===== src/rtl/remap_gate_pkg.sv =====
package remap_gate_pkg;
  localparam int ADDR_W   = 8;
  localparam int DATA_W   = 32;
  localparam int EN_BIT   = 31;
  localparam logic [ADDR_W-1:0] CMD_OFS = 8'h18;
  localparam logic [ADDR_W-1:0] STS_OFS = 8'h1C;

  typedef struct packed {
    logic loadReq;   // capture a new requested enable value
    logic applyReq;  // copy the requested value to the applied state
  } gateStrobes_t;
endpackage


===== src/rtl/remap_gate_ctl.sv =====
module remap_gate_ctl
  import remap_gate_pkg::*;
(
  input  logic          clk,
  input  logic          rstN,
  input  logic          cmdWrite,
  input  logic          wrBit,
  input  logic          appliedNow,
  input  logic          idleNow,
  input  logic          txnStart,
  output gateStrobes_t  strobes,
  output logic          pending
);
  logic drainDone;

  // a switch needs an empty pipe, a boundary and no racing command write
  assign drainDone        = pending && idleNow && !txnStart && !cmdWrite;
  assign strobes.loadReq  = cmdWrite;
  assign strobes.applyReq = drainDone;

  always_ff @(posedge clk or negedge rstN) begin
    if (!rstN) begin
      pending <= 1'b0;
    end else if (cmdWrite) begin
      pending <= (wrBit != appliedNow);
    end else if (drainDone) begin
      pending <= 1'b0;
    end
  end
endmodule


===== src/rtl/remap_gate_dp.sv =====
module remap_gate_dp
  import remap_gate_pkg::*;
#(
  parameter int CNT_W = 6
) (
  input  logic              clk,
  input  logic              rstN,
  input  gateStrobes_t      strobes,
  input  logic              wrBit,
  input  logic              txnStart,
  input  logic              txnEnd,
  input  logic [ADDR_W-1:0] regAddr,
  output logic [DATA_W-1:0] regRdData,
  output logic              appliedNow,
  output logic              idleNow
);
  localparam logic [CNT_W-1:0] CNT_ONE = {{(CNT_W-1){1'b0}}, 1'b1};

  logic             reqVal;
  logic             applied;
  logic [CNT_W-1:0] inFlight;
  logic             cntInc;
  logic             cntDec;

  assign cntInc = txnStart && !txnEnd;
  assign cntDec = txnEnd && !txnStart && (inFlight != '0);

  always_ff @(posedge clk or negedge rstN) begin
    if (!rstN) begin
      reqVal   <= 1'b0;
      applied  <= 1'b0;
      inFlight <= '0;
    end else begin
      if (strobes.loadReq)  reqVal  <= wrBit;
      if (strobes.applyReq) applied <= reqVal;
      if (cntInc)      inFlight <= inFlight + CNT_ONE;
      else if (cntDec) inFlight <= inFlight - CNT_ONE;
    end
  end

  assign appliedNow = applied;
  assign idleNow    = (inFlight == '0);

  always_comb begin
    regRdData = '0;
    if (regAddr == STS_OFS) regRdData[EN_BIT] = applied;
  end
endmodule


===== src/rtl/remap_gate_ctrl.sv =====
module remap_gate_ctrl
  import remap_gate_pkg::*;
#(
  parameter int CNT_W = 6
) (
  input  logic              clk,
  input  logic              rstN,
  input  logic [ADDR_W-1:0] regAddr,
  input  logic              regWrEn,
  input  logic [DATA_W-1:0] regWrData,
  output logic [DATA_W-1:0] regRdData,
  input  logic              txnStart,
  input  logic              txnEnd,
  output logic              remapEn,
  output logic              stall
);
  gateStrobes_t strobes;
  logic cmdWrite;
  logic wrBit;
  logic appliedNow;
  logic idleNow;
  logic pending;

  assign cmdWrite = regWrEn && (regAddr == CMD_OFS);
  assign wrBit    = regWrData[EN_BIT];

  remap_gate_ctl u_ctl (
    .clk(clk), .rstN(rstN), .cmdWrite(cmdWrite), .wrBit(wrBit),
    .appliedNow(appliedNow), .idleNow(idleNow), .txnStart(txnStart),
    .strobes(strobes), .pending(pending)
  );

  remap_gate_dp #(.CNT_W(CNT_W)) u_dp (
    .clk(clk), .rstN(rstN), .strobes(strobes), .wrBit(wrBit),
    .txnStart(txnStart), .txnEnd(txnEnd), .regAddr(regAddr),
    .regRdData(regRdData), .appliedNow(appliedNow), .idleNow(idleNow)
  );

  assign remapEn = appliedNow;
  assign stall   = pending;
endmodule


===== config.mk =====
export PLATFORM = sky130hd
export DESIGN_NAME = remap_gate_ctrl
export DESIGN_NICKNAME = d
export VERILOG_FILES = /design/src/rtl/remap_gate_pkg.sv /design/src/rtl/remap_gate_ctl.sv /design/src/rtl/remap_gate_dp.sv /design/src/rtl/remap_gate_ctrl.sv
export SDC_FILE = /design/constraint.sdc
export NUM_CORES = 1
export LEC_CHECK = 0
export BUFFER_PORTS_ARGS = -buffer_cell sky130_fd_sc_hd__buf_2
export CAP_MARGIN = 15
export CORE_MARGIN = 2
export CORE_UTILIZATION = 33
export DETAILED_ROUTE_END_ITERATION = 12
export PLACE_DENSITY = 0.87
export SYNTH_ARGS = -nofsm -noshare
export SYNTH_HDL_FRONTEND = slang
export SYNTH_SLANG_ARGS = --single-unit

===== constraint.sdc =====
create_clock -name clk -period 1.8 [get_ports clk]
set_clock_uncertainty 0.15 [all_clocks]
set_input_delay 0.18 -clock clk [delete_from_list [all_inputs] [get_ports clk]]
set_output_delay 0.18 -clock clk [all_outputs]
set_load 0.01 [all_outputs]

== Word-level counts from Yosys, hierarchy flattened ==
Cells that the tools add are included.
Storage, ports and cells
  bits in registers: 9
  latch bits: 0
  memory bits (writable): 0
  ROM bits: 0
  input bits: 45
  memories kept: 0
Cells by class
  add/sub/neg operators: 2
  $mul: 0
  div/mod/pow operators: 0
  magnitude comparators: 0
  equal/unequal tests: 3
  shift operators: 0
  multiplexer cells: 5
  bitwise gates (word level): 0
  reduce and logical (&&, ||, !) cells: 14
Operators with widths (count)
  $eq 8x5->1 const B: 2
  $mux 6: 2
  $logic_and 1x1->1: 7
  $add 6x1->6 const B: 1
  $logic_not 6->1: 1
  $reduce_bool 6->1: 1
  $sub 6x1->6 const B: 1
  $reduce_bool 2->1: 2
  $logic_not 1->1: 3
  $mux 1: 3
  $ne 1x1->1: 1

== Depth between registers and ports, before layout ==
  word-level depth: 6
  depth in mapped cells: 7

== Modules after synthesis ==
A second synthesis with hierarchy kept.
Unflattened totals
  cells, all modules: 91
  area total of the unflattened synthesis: 938.4 µm²
Modules (own cells, without submodules)
  remap_gate_dp: instances 1, cells each 80, area each 837.1 µm²
  remap_gate_ctl: instances 1, cells each 8, area each 76.3 µm²
  remap_gate_ctrl: instances 1, cells each 3, area each 25.0 µm²

== Worst setup path before layout ==
No wires, ideal clock.
  path kind: input -> register
  start: input txnEnd
  end: register u_dp.inFlight[5]
  library setup time: 147 ps
  arrival time: 1717 ps
  data required time: 1503 ps
  setup slack: -214 ps
  stages on the path: 7
  path buffers: 0
  path through: and2b_2 inv_1 ha_1 a211o_2 a2111o_1 o211ai_1 o311ai_0
Between the ends
  cells in the longest elaborated chain, start to end: 3
Ends and longest elaborated chain
  from (decl): RTL line remap_gate_ctrl.sv:13  | input logic txnEnd,
  $logic_not 1->1 or $logic_and 1x1->1 (tied branches): RTL line remap_gate_dp.sv:25, remap_gate_dp.sv:26
  $logic_and 1x1->1 (on tied branches): RTL line remap_gate_dp.sv:25, remap_gate_dp.sv:26
  $mux 6 or $reduce_bool 2->1 (tied branches)
  to (signal assigned): RTL line remap_gate_dp.sv:36  | if (cntInc) inFlight <= inFlight + CNT_ONE;
  to (signal assigned): RTL line remap_gate_dp.sv:37  | else if (cntDec) inFlight <= inFlight - CNT_ONE;
  to (decl): RTL line remap_gate_dp.sv:21  | logic [CNT_W-1:0] inFlight;
Several ways; a longest one is shown, not always the timed one.
A chain may end at the register's enable or synchronous reset.

== Worst setup path after layout ==
  start: register u_dp.inFlight[1]
  end: register u_dp.inFlight[5]
Between the ends
  cells in the longest elaborated chain, start to end: 3
Ends and longest elaborated chain (RTL line)
  $sub 6x1->6 or $reduce_bool 6->1 (tied branches): remap_gate_dp.sv:37, remap_gate_dp.sv:26
  $mux 6 or $logic_and 1x1->1 (tied branches): remap_gate_dp.sv:37, remap_gate_dp.sv:26
  $mux 6 or $reduce_bool 2->1 (tied branches)
Several ways; a longest one is shown, not always the timed one. The select of a mux whose other input is x is not followed.

==> summary.txt <==
===============================================================================
Result of the run                                                  complete, but fails checks
Failing checks                                                     negative setup slack
Number of H-tree levels                                                       1
CP Max Fanout                                                                 3
Setup crit start kind                                                 flip-flop
Input/output buffers                                                         16
Top cell type by total area after synthesis                        sky130_fd_sc_hd__buf_4
Area share of the largest cell type after synthesis                       26.6%
Most frequent cell after synthesis                                 sky130_fd_sc_hd__buf_4
Clock root buffer                                                  sky130_fd_sc_hd__clkbuf_4
Final setup margin                                                     -48.4 ps
Crit Path Class                                                      reg -> reg
Critical Path RT                                                        1770 ps
Fmax                                                                    541 MHz
Iteration count of the initial detailed-routing pass                          4
Predominant post-synthesis flop cell                               sky130_fd_sc_hd__dfrtp_1
Sequential-to-total area share from yosys stat                            25.7%
Setup repair after global routing missed its margin                        true
Category of the worst setup path capture point                        flip-flop
Post-synth EDFFs                                                              0
GP Congestion                                                             0.744
Core ar.                                                               2500 µm²
Number of max-cap violations                                                  0
TNS Setup                                                              -48.4 ps
Placed Area                                                            1010 µm²
Total vias in the final route                                               703
I/O pin total                                                                79
Total routed wirelength                                                 1.76 mm
Wire length of the first global-routing pass                            2.95 mm
Ranking of synthesized cells by instance count                     sky130_fd_sc_hd__buf_4, sky130_fd_sc_hd__dfrtp_1, sky130_fd_sc_hd__a21oi_1, sky130_fd_sc_hd__ha_1, sky130_fd_sc_hd__inv_1
Leakage                                                                0.572 nW
Data arrival time of the worst path                                     1820 ps
Via count of the first global-routing pass                                  701
Worst ir drop on vdd                                                     472 µV
Overall track demand over capacity in global routing                      11.9%
Area growth syn-to-layout                                                 32.9%
Layout cells sized above 1                                                43.6%
Initial antenna violation count                                               0
Post-layout instance count excluding filler cells                           163
Count of different cell masters after synthesis                              32
Inserted Clock Buffers                                                        3
Syn avg cell area                                                      9.32 µm²
Synthesis-stage register bit count                                            9
Maximum root-to-sink buffer count                                             2
Worst Hold Class                                                      in -> reg
Remaining DRCs                                                                0
Overflow left after global routing                                            0
Die boundary height                                                     55.5 µm
Total die area                                                         3080 µm²
Total chip power                                                      0.00148 W
Fill cell count                                                             258
Shortest clock period the worst path allows after layout                1850 ps
Starting DRC count in detailed routing                                       10
Vias per std cell                                                          4.31
Count of antenna diodes in the layout                                         0
TritonCTS clock tree                                                      built
Fraction of registers with async set/reset                                 100%
Post-synthesis cell count                                                    94
Yosys Warn Count                                                              0
Later-pin clock latency in the skew report                               250 ps
Final Hold Slack                                                        49.3 ps
WL per Instance                                                         10.8 µm
Placed wire-length estimate                                             1.33 mm
Pins Over Slew Limit                                                          0
Biggest area contributors in the synthesized netlist               sky130_fd_sc_hd__buf_4, sky130_fd_sc_hd__dfrtp_1, sky130_fd_sc_hd__ha_1
Placed cell count                                                           154
Pin count of the biggest net entering global routing                         10
Reg clk slew, reported paths                                              60 ps
Die Width                                                               55.5 µm
Post-route standard cell area excluding fillers                        1160 µm²
Clock Sink Count                                                              9
Effective utilization at floorplan                                        35.0%
Reg2Reg Setup Slack                                                      -50 ps
Netlist Area Pre-Place                                                  876 µm²
Post-route clock period utilization                                        103%
Std-Cell Rows                                                                18
Pwr dens                                                            1270 nW/µm²
Final setup vio count                                                         1
Number of endpoints with negative hold slack in the final report              0
Number of nets in the finished design                                       184
Residual antenna-violating net count after detailed routing                   0
===============================================================================
## logic make-up after synthesis
group | after synthesis | synth area share, %
compound gates | 18 | 14.9
xor+xnor | 4 | 4.00
fa+ha+maj | 5 | 8.00
buf+inv | 35 | 28.3
flops | 9 | 25.7
mux | 5 | 6.43
other cells | 1 | 0.428
simple gates | 17 | 12.3
## final cells by class
cell class                 count  area [µm²]  area share, %
clock buffer                   4        26.3           2.26
inverter                       4        17.5           1.51
multi-input combinational     80         616           52.9
sequential                     9         226           19.5
tap                           30        37.5           3.23
timing repair buffer          36         240           20.6
## power breakdown
group | switching, W | internal (W)
Clock | 0.0000641 | 0.0000850
Combinational | 0.000393 | 0.000542
Sequential | 0.000114 | 0.000279
## metal layers
layer	global-route usage, %	routed length (µm)	vias up
met1	13.8	729	316
met4	4.18	18	0
met3	2.81	139	2
met5	0	0	-
met2	21.1	874	40
li1	-	-	345
## what timing repair did
action                                  in CTS  in global routing
hold buffers                                 1                  0
gates resized for setup                      4                 12
setup buffers                                3                  1
endpoints found under the hold margin        9                  0
pin swaps                                    3                 11
endpoints found under the setup margin       6                  7
## worst max-delay path, cell delays in order, from the launching register on
cell	delay [ps]
sky130_fd_sc_hd__dfrtp_1	420
sky130_fd_sc_hd__ha_4	240
sky130_fd_sc_hd__a211o_4	330
sky130_fd_sc_hd__a2111o_1	370
sky130_fd_sc_hd__o211ai_1	90
sky130_fd_sc_hd__o311ai_1	120
## per-stage QoR
step	setup slack, ps	util (%)
after CTS	-57.4	43.7
final	-48.4	46.5
after global routing	-110	46.5
after floorplan	-38.4	-
after detailed placement	-198	40.5
after global placement	-160	40.5
## placed cells by master (no fill, tap or decap), types with 2 or more instances in the layout
cell and count:
sky130_fd_sc_hd__conb_1 31, sky130_fd_sc_hd__buf_4 17, sky130_fd_sc_hd__buf_2 16, sky130_fd_sc_hd__dfrtp_1 8, sky130_fd_sc_hd__mux2_4 4, sky130_fd_sc_hd__nor2_1 3
sky130_fd_sc_hd__nand2_1 3, sky130_fd_sc_hd__inv_1 3, sky130_fd_sc_hd__clkbuf_4 3, sky130_fd_sc_hd__nor4b_1 2, sky130_fd_sc_hd__nand3_1 2, sky130_fd_sc_hd__a21oi_2 2
sky130_fd_sc_hd__xnor2_1 2, sky130_fd_sc_hd__o21ai_0 2, sky130_fd_sc_hd__o21a_1 2, sky130_fd_sc_hd__a21oi_1 2, sky130_fd_sc_hd__o211ai_1 2, sky130_fd_sc_hd__ha_1 2
sky130_fd_sc_hd__ha_4 2, sky130_fd_sc_hd__buf_6 2
## final timing paths
kind,cells past startpoint,end,start
max in group asynchronous,2,u_dp.inFlight[0]$_DFFE_PN0P_,rstN
hold reg to reg,1,u_dp.appliedNow$_DFFE_PN0P_,u_dp.reqVal$_DFFE_PN0P_
min in group asynchronous,2,u_dp.inFlight[1]$_DFFE_PN0P_,rstN
setup reg to reg,5,u_dp.inFlight[5]$_DFFE_PN0P_,u_dp.inFlight[1]$_DFFE_PN0P_
setup / recovery,5,u_dp.inFlight[5]$_DFFE_PN0P_,u_dp.inFlight[1]$_DFFE_PN0P_
hold / removal,2,u_dp.reqVal$_DFFE_PN0P_,regWrData[31]
## flip-flops by register name (all words and copies together), names as in the netlist
signal,cells
u_dp.reqVal,1
u_ctl.pending,1
u_dp.inFlight,6
u_dp.appliedNow,1
Note: power is estimated with default switching activity, not from simulation.
